`src/rtl/fg_pkg.sv`:
```
// Package: shared encodings for the flash protection controller.
// Assumes: level codes are fixed by the nonvolatile format; 10 is never
// produced by the controller and is read back as the locked level.
package fg_pkg;

    typedef enum logic [1:0] {
        LVL_OPEN   = 2'b00,
        LVL_GUARD  = 2'b01,
        LVL_RSVD   = 2'b10,
        LVL_LOCK   = 2'b11
    } fg_level_e;

    typedef enum logic [1:0] {
        SRC_DEBUG  = 2'b00,
        SRC_EXTPRG = 2'b01,
        SRC_FW     = 2'b10,
        SRC_NONE   = 2'b11
    } fg_src_e;

    typedef enum logic [1:0] {
        OP_READ  = 2'b00,
        OP_WRITE = 2'b01,
        OP_ERASE = 2'b10,
        OP_RSVD  = 2'b11
    } fg_op_e;

    // Fail-safe decode: the unused code collapses onto the locked level.
    function automatic fg_level_e fg_decode(input logic [1:0] raw);
        fg_level_e lvl;
        case (raw)
            2'b00:   lvl = LVL_OPEN;
            2'b01:   lvl = LVL_GUARD;
            default: lvl = LVL_LOCK;
        endcase
        return lvl;
    endfunction

endpackage

```
`src/rtl/fg_level_fsm.sv`:
```
// Module: fg_level_fsm
// Holds the lifecycle protection level and the erase qualification that
// permits leaving the guarded level. Judges each level-change request.
// Assumes: erase_done is a single-cycle event from the erase engine; the
// qualification it grants is registered, so a same-cycle request is not
// qualified by it.
module fg_level_fsm
    import fg_pkg::*;
(
    input  logic       clk,
    input  logic       rst_n,
    input  logic [1:0] boot_mode,
    input  logic       req_vld,
    input  logic [1:0] req_tgt,
    input  logic       erase_done,
    output fg_level_e  level,
    output logic       req_reject
);

    logic [1:0] mode_q;
    logic [1:0] mode_d;
    logic       erase_ok_q;
    logic       erase_ok_d;
    fg_level_e  cur;
    logic       legal;
    logic       moving;

    assign cur = fg_decode(mode_q);

    // Legality of the requested target against the current level.
    always_comb begin
        legal = 1'b0;
        case (cur)
            LVL_OPEN:  legal = (req_tgt != LVL_RSVD);
            LVL_GUARD: legal = (req_tgt == LVL_GUARD) ||
                               ((req_tgt == LVL_OPEN) && erase_ok_q);
            default:   legal = (req_tgt == LVL_LOCK);
        endcase
    end

    assign req_reject = req_vld && !legal;
    assign moving     = req_vld && legal && (req_tgt != cur);

    // Next level and next erase qualification.
    always_comb begin
        mode_d     = mode_q;
        erase_ok_d = erase_ok_q;
        if (moving) begin
            mode_d     = req_tgt;
            erase_ok_d = 1'b0;
        end else if (erase_done && (cur == LVL_GUARD)) begin
            erase_ok_d = 1'b1;
        end
    end

    // Level register standing in for the nonvolatile cell.
    always_ff @(posedge clk) begin
        if (!rst_n) begin
            mode_q     <= boot_mode;
            erase_ok_q <= 1'b0;
        end else begin
            mode_q     <= mode_d;
            erase_ok_q <= erase_ok_d;
        end
    end

    assign level = cur;

endmodule

```
`src/rtl/fg_row_bits.sv`:
```
// Module: fg_row_bits
// Per-row read-protect and write-protect bits. They are loaded from presets
// during reset, cleared by a full erase, and written one row at a time
// only while writes are permitted.
// Assumes: wr_permit reflects the current (pre-update) level.
module fg_row_bits #(
    parameter int ROWS   = 8,
    parameter int ROW_AW = 3
) (
    input  logic              clk,
    input  logic              rst_n,
    input  logic [ROWS-1:0]   boot_rd,
    input  logic [ROWS-1:0]   boot_wr,
    input  logic              erase_done,
    input  logic              wr_vld,
    input  logic [ROW_AW-1:0] wr_row,
    input  logic              wr_rd_val,
    input  logic              wr_wr_val,
    input  logic              wr_permit,
    output logic [ROWS-1:0]   rd_bits,
    output logic [ROWS-1:0]   wr_bits,
    output logic              wr_reject
);

    logic wr_apply;

    assign wr_apply  = wr_vld && wr_permit;
    assign wr_reject = wr_vld && !wr_permit;

    for (genvar gi = 0; gi < ROWS; gi++) begin : g_row
        logic hit;
        assign hit = wr_apply && (int'(wr_row) == gi);

        // One row's pair of bits: preset, erase clear, or row write.
        always_ff @(posedge clk) begin
            if (!rst_n) begin
                rd_bits[gi] <= boot_rd[gi];
                wr_bits[gi] <= boot_wr[gi];
            end else if (erase_done) begin
                rd_bits[gi] <= 1'b0;
                wr_bits[gi] <= 1'b0;
            end else if (hit) begin
                rd_bits[gi] <= wr_rd_val;
                wr_bits[gi] <= wr_wr_val;
            end
        end
    end

endmodule

```
`src/rtl/fg_access_gate.sv`:
```
// Module: fg_access_gate
// Combinational permit/deny decision for one access. Inputs are the level,
// the source, the operation, the row and the row bits.
// Assumes: rows at or beyond ROWS do not exist and are refused to the
// debug port; firmware is never refused.
module fg_access_gate
    import fg_pkg::*;
#(
    parameter int ROWS   = 8,
    parameter int ROW_AW = 3
) (
    input  fg_level_e         level,
    input  logic              vld,
    input  logic [1:0]        src,
    input  logic [1:0]        op,
    input  logic [ROW_AW-1:0] row,
    input  logic [ROWS-1:0]   rd_bits,
    input  logic [ROWS-1:0]   wr_bits,
    output logic              allow,
    output logic              deny
);

    logic row_ok;
    logic rd_blk;
    logic wr_blk;
    logic permit;

    assign row_ok = int'(row) < ROWS;

    // Row bit lookup with out-of-range rows treated as protected.
    always_comb begin
        rd_blk = 1'b1;
        wr_blk = 1'b1;
        for (int i = 0; i < ROWS; i++) begin
            if (int'(row) == i) begin
                rd_blk = rd_bits[i];
                wr_blk = wr_bits[i];
            end
        end
    end

    // Policy table by source, then level, then operation.
    always_comb begin
        permit = 1'b0;
        case (src)
            SRC_FW: permit = 1'b1;
            SRC_DEBUG: begin
                if (level == LVL_OPEN) begin
                    case (op)
                        OP_READ:  permit = row_ok && !rd_blk;
                        OP_WRITE: permit = row_ok && !wr_blk;
                        OP_ERASE: permit = 1'b1;
                        default:  permit = 1'b0;
                    endcase
                end
            end
            SRC_EXTPRG: permit = (op == OP_ERASE) && (level != LVL_LOCK);
            default:    permit = 1'b0;
        endcase
    end

    assign allow = vld && permit;
    assign deny  = vld && !permit;

endmodule

```
`src/rtl/flash_guard_ctrl.sv`:
```
// Module: flash_guard_ctrl (top)
// Flash protection mode controller: lifecycle level, per-row protect bits,
// access gating, and refusal reporting.
// Assumes: preset inputs are stable while rst_n is low; the access answer is
// combinational and must be sampled in the request cycle.
module flash_guard_ctrl
    import fg_pkg::*;
#(
    parameter  int ROWS   = 8,
    localparam int ROW_AW = (ROWS > 1) ? $clog2(ROWS) : 1
) (
    input  logic              clk,
    input  logic              rst_n,
    input  logic [1:0]        boot_mode_i,
    input  logic [ROWS-1:0]   boot_rd_prot_i,
    input  logic [ROWS-1:0]   boot_wr_prot_i,
    input  logic              mode_req_i,
    input  logic [1:0]        mode_tgt_i,
    input  logic              erase_done_i,
    input  logic              prot_wr_i,
    input  logic [ROW_AW-1:0] prot_row_i,
    input  logic              prot_rd_val_i,
    input  logic              prot_wr_val_i,
    input  logic              acc_req_i,
    input  logic [1:0]        acc_src_i,
    input  logic [1:0]        acc_op_i,
    input  logic [ROW_AW-1:0] acc_row_i,
    output logic              acc_allow_o,
    output logic              acc_deny_o,
    output logic [1:0]        mode_o,
    output logic              reject_o,
    output logic              error_o
    ,
    output logic [ROWS-1:0]   rd_prot_o,
    output logic [ROWS-1:0]   wr_prot_o
);

    fg_level_e level;
    logic      lvl_rej;
    logic      row_rej;
    logic      rej_q;
    logic      err_q;

    fg_level_fsm u_level (
        .clk        (clk),
        .rst_n      (rst_n),
        .boot_mode  (boot_mode_i),
        .req_vld    (mode_req_i),
        .req_tgt    (mode_tgt_i),
        .erase_done (erase_done_i),
        .level      (level),
        .req_reject (lvl_rej)
    );

    fg_row_bits #(.ROWS(ROWS), .ROW_AW(ROW_AW)) u_rows (
        .clk        (clk),
        .rst_n      (rst_n),
        .boot_rd    (boot_rd_prot_i),
        .boot_wr    (boot_wr_prot_i),
        .erase_done (erase_done_i),
        .wr_vld     (prot_wr_i),
        .wr_row     (prot_row_i),
        .wr_rd_val  (prot_rd_val_i),
        .wr_wr_val  (prot_wr_val_i),
        .wr_permit  (level == LVL_OPEN),
        .rd_bits    (rd_prot_o),
        .wr_bits    (wr_prot_o),
        .wr_reject  (row_rej)
    );

    fg_access_gate #(.ROWS(ROWS), .ROW_AW(ROW_AW)) u_gate (
        .level   (level),
        .vld     (acc_req_i),
        .src     (acc_src_i),
        .op      (acc_op_i),
        .row     (acc_row_i),
        .rd_bits (rd_prot_o),
        .wr_bits (wr_prot_o),
        .allow   (acc_allow_o),
        .deny    (acc_deny_o)
    );

    // Refusal pulse and sticky error flag.
    always_ff @(posedge clk) begin
        if (!rst_n) begin
            rej_q <= 1'b0;
            err_q <= 1'b0;
        end else begin
            rej_q <= lvl_rej || row_rej;
            err_q <= err_q || lvl_rej || row_rej;
        end
    end

    assign mode_o   = level;
    assign reject_o = rej_q;
    assign error_o  = err_q;

endmodule

```
`config.mk`:
```
export PLATFORM = sky130hd
export DESIGN_NAME = flash_guard_ctrl
export DESIGN_NICKNAME = d
export VERILOG_FILES = /design/src/rtl/fg_pkg.sv /design/src/rtl/fg_level_fsm.sv /design/src/rtl/fg_row_bits.sv /design/src/rtl/fg_access_gate.sv /design/src/rtl/flash_guard_ctrl.sv
export SDC_FILE = /design/constraint.sdc
export NUM_CORES = 1
export LEC_CHECK = 0
export BUFFER_PORTS_ARGS = -buffer_cell sky130_fd_sc_hd__clkbuf_2
export CELL_PAD_IN_SITES_DETAIL_PLACEMENT = 0
export CELL_PAD_IN_SITES_GLOBAL_PLACEMENT = 1
export CORE_MARGIN = 2
export CORE_UTILIZATION = 29
export DETAILED_ROUTE_END_ITERATION = 6
export GPL_ROUTABILITY_DRIVEN = 0
export PLACE_DENSITY = 0.76
export SETUP_SLACK_MARGIN = 0.5
export SYNTH_ARGS = -nofsm -noshare
export SYNTH_HDL_FRONTEND = slang
export SYNTH_SLANG_ARGS = --single-unit
```
`constraint.sdc`:
```
create_clock -name clk -period 1.8 [get_ports clk]
set_input_delay 0.36 -clock clk [delete_from_list [all_inputs] [get_ports clk]]
set_output_delay 0.36 -clock clk [all_outputs]
set_load 0.1 [all_outputs]
```
# [Yosys cells after proc, flatten, opt, wreduce, memory -nomap -nowiden]
# Index checks and enable logic that the tools add are counted.
[classes] n_eq_ne=34 mux=71 bitwise=1 n_reduce_logical=35
[op_table] op="1-bit two-way mux" n=65
[op_table] op="3-bit equality test (second input constant)" n=8
[op_table] op="3-bit by 1-bit inequality test with 1-bit output (second input constant)" n=8
[op_table] op="1-bit logical AND" n=18
[op_table] op="3-bit by 2-bit equality test with 1-bit output (second input constant)" n=4
[op_table] op="2-bit by 1-bit equality test with 1-bit output (second input constant)" n=5
[op_table] op="2-bit zero test" n=5
[op_table] op="2-bit equality test (second input constant)" n=3
[op_table] op="3-bit by 1-bit equality test with 1-bit output (second input constant)" n=2
[op_table] op="3-bit zero test" n=2
[op_table] op="1-bit one-hot mux with 3 select lines" n=2
[op_table] op="1-bit zero test" n=5
[op_table] op="1-bit logical OR" n=4
[op_table] op="2-bit two-way mux" n=2
[op_table] op="2-bit inequality test (second input constant)" n=2
[op_table] op="2-bit one-hot mux with 2 select lines" n=1
[op_table] op="2-bit by 1-bit inequality test with 1-bit output (second input constant)" n=1
[op_table] op="2-bit inequality test" n=1
[op_table] op="1-bit one-hot mux with 2 select lines" n=1
[op_table] op="2-bit OR reduction" n=1
[op_table] op="1-bit NOT" n=1
[totals] ff_bits=21 in_bits=38 output_inout_bits=22 elab_cells=161

# [Logic depth before layout (Yosys ltp)]
# Gate-level depths: netlist of run 1.
[logic_depth] word_depth=15 mapped_depth=6 depth_no_buf=5

# [Modules after synthesis]
# Synthesis of run 1 repeated with hierarchy kept, for this count alone.
[unflattened] cells_unflattened=124 hier_area_um2=1305.0
[by_module_without_submodules] mod="fg_row_bits" instances=1 cells_each=67 area_each_um2=795.8 seq_area_each_um2=480.5
[by_module_without_submodules] mod="fg_access_gate" instances=1 cells_each=34 area_each_um2=256.5 seq_area_each_um2=0.0
[by_module_without_submodules] mod="fg_level_fsm" instances=1 cells_each=18 area_each_um2=192.7 seq_area_each_um2=80.1
[by_module_without_submodules] mod="flash_guard_ctrl" instances=1 cells_each=5 area_each_um2=60.1 seq_area_each_um2=40.0

# [Worst setup path after synthesis of run 1]
# No wires, ideal clock.
[synth_timing] path_kind="reg-to-output" from="register u_rows.rd_bits[5]" to="output acc_deny_o" t_arrival_ns=3.360 required_ns=1.440 path_slack_ns=-1.920 stages_incl_launch_ff=6 n_path_buf=0 path_cell_list="edfxtp_1 mux2i_1 mux4_2 nor4_4 a31oi_1 a31oi_1"
[synth_via] elab_chain_len=9
[synth_lines] element="start, declared" line="fg_row_bits.sv:20" rtl="output logic [ROWS-1:0] rd_bits,"
[synth_lines] element="start signal, assigned by index" line="fg_row_bits.sv:37" rtl="rd_bits[gi] <= boot_rd[gi];"
[synth_lines] element="start signal, assigned by index" line="fg_row_bits.sv:43" rtl="rd_bits[gi] <= wr_rd_val;"
[synth_lines] element="1-bit two-way mux (3 in series)" line="fg_access_gate.sv:35" rtl="if (int'(row) == i) begin"
[synth_lines] element="1-bit zero test" line="fg_access_gate.sv:50" rtl="OP_READ: permit = row_ok && !rd_blk;"
[synth_lines] element="1-bit one-hot mux with 3 select lines" line="fg_access_gate.sv:49" rtl="case (op)"
[synth_lines] element="1-bit two-way mux" line="fg_access_gate.sv:48" rtl="if (level == LVL_OPEN) begin"
[synth_lines] element="1-bit one-hot mux with 3 select lines" line="fg_access_gate.sv:45" rtl="case (src)"
[synth_lines] element="1-bit zero test" line="fg_access_gate.sv:63" rtl="assign deny = vld && !permit;"
[synth_lines] element="1-bit logical AND" line="fg_access_gate.sv:63"
[synth_lines] element="end, declared" line="flash_guard_ctrl.sv:29" rtl="output logic acc_deny_o,"
# No other way between the ends.

# [Final worst setup path of run 1]
[layout_timing] from="register u_rows.wr_bits[3]" to="output acc_allow_o"
[layout_via] elab_chain_len=10
[layout_lines] element="start, declared" line="fg_row_bits.sv:21" rtl="output logic [ROWS-1:0] wr_bits,"
[layout_lines] element="start signal, assigned by index" line="fg_row_bits.sv:38" rtl="wr_bits[gi] <= boot_wr[gi];"
[layout_lines] element="start signal, assigned by index" line="fg_row_bits.sv:44" rtl="wr_bits[gi] <= wr_wr_val;"
[layout_lines] element="1-bit two-way mux (5 in series)" line="fg_access_gate.sv:35"
[layout_lines] element="1-bit zero test" line="fg_access_gate.sv:51" rtl="OP_WRITE: permit = row_ok && !wr_blk;"
[layout_lines] element="1-bit one-hot mux with 3 select lines" line="fg_access_gate.sv:49"
[layout_lines] element="1-bit two-way mux" line="fg_access_gate.sv:48"
[layout_lines] element="1-bit one-hot mux with 3 select lines" line="fg_access_gate.sv:45"
[layout_lines] element="1-bit logical AND" line="fg_access_gate.sv:62" rtl="assign allow = vld && permit;"
[layout_lines] element="end, declared" line="flash_guard_ctrl.sv:28" rtl="output logic acc_allow_o,"
# No other way between the ends.

==> results.toml, run 1 <==
[logic_synthesis]
synth.cell_area_mm2 = 0.00121
synth-seq-cells = 21
synth_edf_count = 18
synth_common_cells = "25 x o21ai_0, 22 x inv_1, 18 x edfxtp_1"
synth_nets = 162
async_flop_share_pct = 0
yosysTopAreaCell = "edfxtp_1"
synth_area_per_cell_um2 = 9.77
synth_cells = 124
ys_top_cells_by_area = "edfxtp_1 45%, o21ai_0 10%, inv_1 6.8%"
synth_most_common_cell = "o21ai_0"
synth_seq_area_share_pct = 49.6
synth_cell_types = 34
synth_top_area_share_pct = 44.6
yosysWarnings = 0
synthFlopType = "edfxtp_1"

[sta]
fin_crit_sh_pct = 137
relSlewSlack_pct = 72.0
setup_violations = 2
finalClockSkew_ps = 8.68
worst_pin_slew_ps = 415
clock.fmax_mhz = 405
min_period_ps = 2470
rsz0062_at_grt = "yes"
hold_viol_final = 0
worst_slack_ps = -670
whs_ps = 388
slew_violations = 0

[route]
viasPerCell = 5.00
antenna_left = 0
wirelength_um = 4500
drcViolationCount = 0
drtPass1Iterations = 4
vias = 1365
drt_iter0_markers = 43
wire_per_inst_um = 16.5

[worst_setup_path]
rr_endpoint = "u_rows.rd_bits[0]$_DFFE_PP_"
r2r_cells = 5
reg2reg_from = "u_level.mode_q[1]$_DFFE_PP_"
crit_type = "reg -> out"
r2r_setup_slack_ps = 230
arrival_ps = 2110
start_kind = "flip-flop"
path_max_fanout = 2
crit_required_ps = 1440
end_kind = "primary output"

[clock_tree]
clkTransAtPathRegs_ps = 80
clk_latency_ps = 280
cts_inserted_buffers = 3
cts_tree = "built"
cts_hold_buffers = 0
clockBufferDepth = 2
cts_root_buf = "clkbuf_8"
h-tree-depth = 1
clock-sinks = 21

[global_route]
gr-total-overflow = 0
grt_pass1_wl_um = 6800
grt_start_max_net_pins = 22
grt_pass1_vias = 1439
grt_usage_pct = 20.2
antenna_found_initial = 0

[placement]
io_buffers = 59
placed_cell_area_mm2 = 0.00188
hpwlAfterDp_um = 3080

[hold_path]
hp-class = "in -> reg"
hold_end = "u_level.erase_ok_q$_SDFFE_PP0P_"
holdPathStages = 3
hp-start = "erase_done_i"

[cells_and_area]
diodes = 0
multiInputGateArea_um2 = 702
final_nets = 262
fillCellCount = 302
final_area_mm2 = 0.00258
regArea_um2 = 601
drive_above_1_share_pct = 59.2
area_delta_synth_final_pct = 113

[pwr]
p_per_area_mw_per_mm2 = 708
max-vdd-ir-drop_uv = 538
seqPwrFrac_pct = 33.7
p_switching_mw = 0.712
p_clk_share_pct = 17.6
swShare_pct = 39.0
p_int_mw = 1.11
cellLeakagePower_nw = 1.16
power_frac_comb_pct = 48.7

[floorplanning]
start_util_pct = 30.3
die_y_um = 68.6
die_w_um = 68.6
coreArea_mm2 = 0.00400
die_area_mm2 = 0.00471
rows = 23
io_pins = 60

[outcome]
violations = "negative setup slack"
status = "finished with violations"

[job]
drv_cap = 0
how the worst max path moves through the flow:
stage | slack, ps | from | cells after the start | end
floorplan | -1000 | u_rows.rd_bits[5]$_DFFE_PP_ | 5 | acc_deny_o
detailed placement | -590 | acc_row_i[0] | 7 | acc_allow_o
global placement | -520 | acc_row_i[0] | 7 | acc_allow_o
global route | -730 | u_rows.rd_bits[2]$_DFFE_PP_ | 6 | acc_allow_o
finish | -670 | u_rows.wr_bits[3]$_DFFE_PP_ | 6 | acc_allow_o
CTS | -640 | u_rows.rd_bits[0]$_DFFE_PP_ | 6 | acc_allow_o
registers in the layout, summed over array words and instances, names as in the netlist:
signal	flops
u_rows.rd_bits	8
u_level.erase_ok_q	1
u_rows.wr_bits	8
error_o	1
reject_o	1
u_level.mode_q	2
per-stage QoR:
step	utilization (%)	cells	setup WS, ps	power [mW]	setup TNS (ps)
global placement	47.0	258	-516	1.25	-1110
floorplan	-	124	-995	1.05	-1900
finish	64.5	273	-670	1.82	-1220
CTS	62.6	267	-639	1.77	-1180
detailed placement	47.0	258	-593	1.26	-1990
global route	64.5	273	-728	1.88	-1360
cell type report:
class / count / share of cell area, %
timing repair buffer: 101 / 42.0
multi-input combinational: 75 / 27.2
sequential: 21 / 23.3
inverter: 22 / 3.35
tap: 50 / 2.43
clock buffer: 4 / 1.75
layout by cell type, fill, tap and decap left out, drive strengths merged, types with 2 or more instances in the layout:
cell | Yosys | final
clkbuf | 4 | 59
buf | 2 | 46
o21ai | 25 | 25
inv | 22 | 21
edfxtp | 18 | 18
nand2 | 7 | 7
mux2i | 4 | 4
nor2b | 4 | 4
dfxtp | 3 | 3
nand2b | 3 | 3
nor2 | 3 | 3
mux2 | 3 | 3
a21oi | 3 | 3
nor4 | 3 | 3
o31ai | 2 | 2
nor3 | 2 | 2
a31oi | 2 | 2
power by group through the flow:
| stage | Combinational, mW | Clock, mW | Sequential, mW |
|---|---|---|---|
| 5_1_grt | 0.922 | 0.339 | 0.619 |
| 3_5_place_dp | 0.644 | 0 | 0.618 |
| 2_1_floorplan | 0.175 | 0 | 0.875 |
| 3_3_place_gp | 0.630 | 0 | 0.618 |
| 6_report | 0.888 | 0.321 | 0.615 |
| 4_1_cts | 0.859 | 0.299 | 0.612 |
layer usage:
| metal | vias up | wire length, um | global-route usage, % |
|---|---|---|---|
| li1 | 642 | - | - |
| met1 | 655 | 1730 | 22.1 |
| met2 | 57 | 2410 | 37.1 |
| met3 | 11 | 237 | 3.41 |
| met4 | 0 | 130 | 10.0 |
| met5 | - | 0 | 0 |
critical path: stages (launching register included):
cell,delay [ps]
edfxtp_1,430
mux2_1,340
nor3b_2,150
o311ai_1,150
a311oi_1,350
o311a_4,250
buf_12,170
timing repair:
item,4_1_cts,5_1_grt
pin swaps,8,1
setup endpoints to repair,59,56
buffers inserted,5,6
hold endpoints to repair,0,0
resized for setup,96,9
kinds of logic (layout without fill, tap and decap cells):
| family | Yosys count | count (layout) | synth area share [%] |
|---|---|---|---|
| buffers and inverters | 28 | 127 | 9.40 |
| muxes | 8 | 8 | 7.95 |
| DFF | 21 | 21 | 49.6 |
| and+or+nand+nor | 26 | 26 | 13.1 |
| AOI/OAI and AO/OA | 41 | 41 | 19.9 |
Power figures use the tool's default switching activity.
==> inputs of run 2 (changes only) <==
--- a/config.mk
+++ b/config.mk
@@ -13,7 +13,7 @@
 export DETAILED_ROUTE_END_ITERATION = 6
 export GPL_ROUTABILITY_DRIVEN = 0
 export PLACE_DENSITY = 0.76
-export SETUP_SLACK_MARGIN = 0.5
+export SETUP_SLACK_MARGIN = 0.05
 export SYNTH_ARGS = -nofsm -noshare
 export SYNTH_HDL_FRONTEND = slang
 export SYNTH_SLANG_ARGS = --single-unit
==> run 2 against run 1 <==
Effect of this change: the run still ends with negative setup slack left; clock-buffer cell count shrank 1; non-clock buffer count shrank 10; core utilization shrank 16 points; clock skew grew 0.93 ps; largest power group unchanged.
==> results.toml, run 2 (synthesis gave the netlist of run 1 again) <==
[floorplanning]
io_pins = 60
die_area_mm2 = 0.00471
die_y_um = 68.6
die_w_um = 68.6
coreArea_mm2 = 0.00400
start_util_pct = 30.3
rows = 23

[global_route]
grt_pass1_wl_um = 5380
antenna_found_initial = 0
grt_start_max_net_pins = 22
grt_usage_pct = 15.0
grt_pass1_vias = 1217
gr-total-overflow = 0

[sta]
setup_violations = 2
worst_pin_slew_ps = 611
worst_slack_ps = -533
hold_viol_final = 0
slew_violations = 0
clock.fmax_mhz = 429
rsz0062_at_grt = "yes"
fin_crit_sh_pct = 130
finalSetupTns_ps = -1050
min_period_ps = 2330
relSlewSlack_pct = 59.2
finalClockSkew_ps = 9.61

[clock_tree]
cts_hold_buffers = 0
clockBufferDepth = 2
clkTransAtPathRegs_ps = 80
clk_latency_ps = 260
cts_tree = "built"
cts_root_buf = "clkbuf_8"
h-tree-depth = 1
clock-sinks = 21
cts_inserted_buffers = 3

[worst_setup_path]
end_kind = "primary output"
slowest_delay_ps = 480
crit_required_ps = 1440
cp_slowest_cell = "mux4_2"
path_max_fanout = 2
crit_type = "reg -> out"
cp_top_family = "multiplexers"
start_kind = "flip-flop"
crit_buf_inv = 1
arrival_ps = 1970
path_cells = "mux2i_1 > mux4_2 > nor4_4 > a311oi_2 > o311a_4 > buf_12"

[cells_and_area]
stdcell_count = 263
top_regs = "u_rows.rd_bits x8, u_rows.wr_bits x8, u_level.mode_q x2"
area_delta_synth_final_pct = 59.7
final_nets = 252
drive_above_1_share_pct = 50.2
layout_commonest_cell = "clkbuf_2"
layout_common_cells = "56 x clkbuf_2, 32 x buf_4, 25 x o21ai_0, 22 x inv_1, 18 x edfxtp_1"
final_area_mm2 = 0.00193
diodes = 0

[route]
viasPerCell = 4.67
vias = 1227
drcViolationCount = 0
antenna_left = 0
drtPass1Iterations = 4
wirelength_um = 3320
wire_per_inst_um = 12.6
drt_iter0_markers = 39

[outcome]
violations = "negative setup slack"
status = "finished with violations"

[pwr]
cellLeakagePower_nw = 0.930
max-vdd-ir-drop_uv = 547
p_per_area_mw_per_mm2 = 802
fin_total_pwr_mw = 1.55

[placement]
placed_cell_area_mm2 = 0.00183
hpwlAfterDp_um = 2760
io_buffers = 59
pre_cts_ws_ps = -511
placed_cells = 256

[job]
drv_cap = 0

[hold_path]
hp-class = "in -> reg"
## run 2: metrics by stage
stage / util (%) / hold slack (ps)
final: 48.4 / 371
after CTS: 47.8 / 370
after global placement: 45.8 / 445
after floorplan: - / 437
after global routing: 48.4 / 383
after detailed placement: 45.8 / 459
## run 2: worst paths after layout
| check | cells after the start | slack, ps | endpoint | from |
|---|---|---|---|---|
| max | 6 | -530 | acc_allow_o | u_rows.rd_bits[3]$_DFFE_PP_ |
| min | 3 | 370 | u_level.erase_ok_q$_SDFFE_PP0P_ | erase_done_i |
| max reg2reg | 4 | 180 | u_rows.wr_bits[0]$_DFFE_PP_ | u_level.mode_q[0]$_DFFE_PP_ |
| min reg2reg | 2 | 460 | error_o$_SDFF_PN0_ | error_o$_SDFF_PN0_ |
## run 2: report_power, final
part / internal [mW] / switching (mW)
Sequential: 0.578 / 0.0248
Combinational: 0.195 / 0.453
Clock: 0.154 / 0.147
Total: 0.926 / 0.625
## run 2: final cells by class
cell class,instances,area (um^2)
multi-input cells,75,562
clock buffers,3,41.3
clock inverters,1,5.00
fillers,414,2070
repair buffers,91,581
well taps,50,62.6
flip-flops and latches,21,601
inverters,22,82.6
## run 2: tightest hold or removal path, delay by kind of cell
family / cells / cell delay [ps]
compound gates: 1 / 50
simple gates: 1 / 80
buf+inv: 1 / 90
## run 2: timing repair
item	4_1_cts	5_1_grt
endpoints found under the hold margin	0	0
pin swaps	4	2
setup endpoints to repair	2	2
setup buffers	1	2
resized for setup	4	1
## run 2: routing by layer
layer | up-vias | track usage, % | routed length, um
met1 | 546 | 21.2 | 1490
met4 | 0 | 4.50 | 52
met2 | 48 | 23.3 | 1520
met5 | - | 0 | 0
li1 | 627 | - | -
met3 | 6 | 2.76 | 251
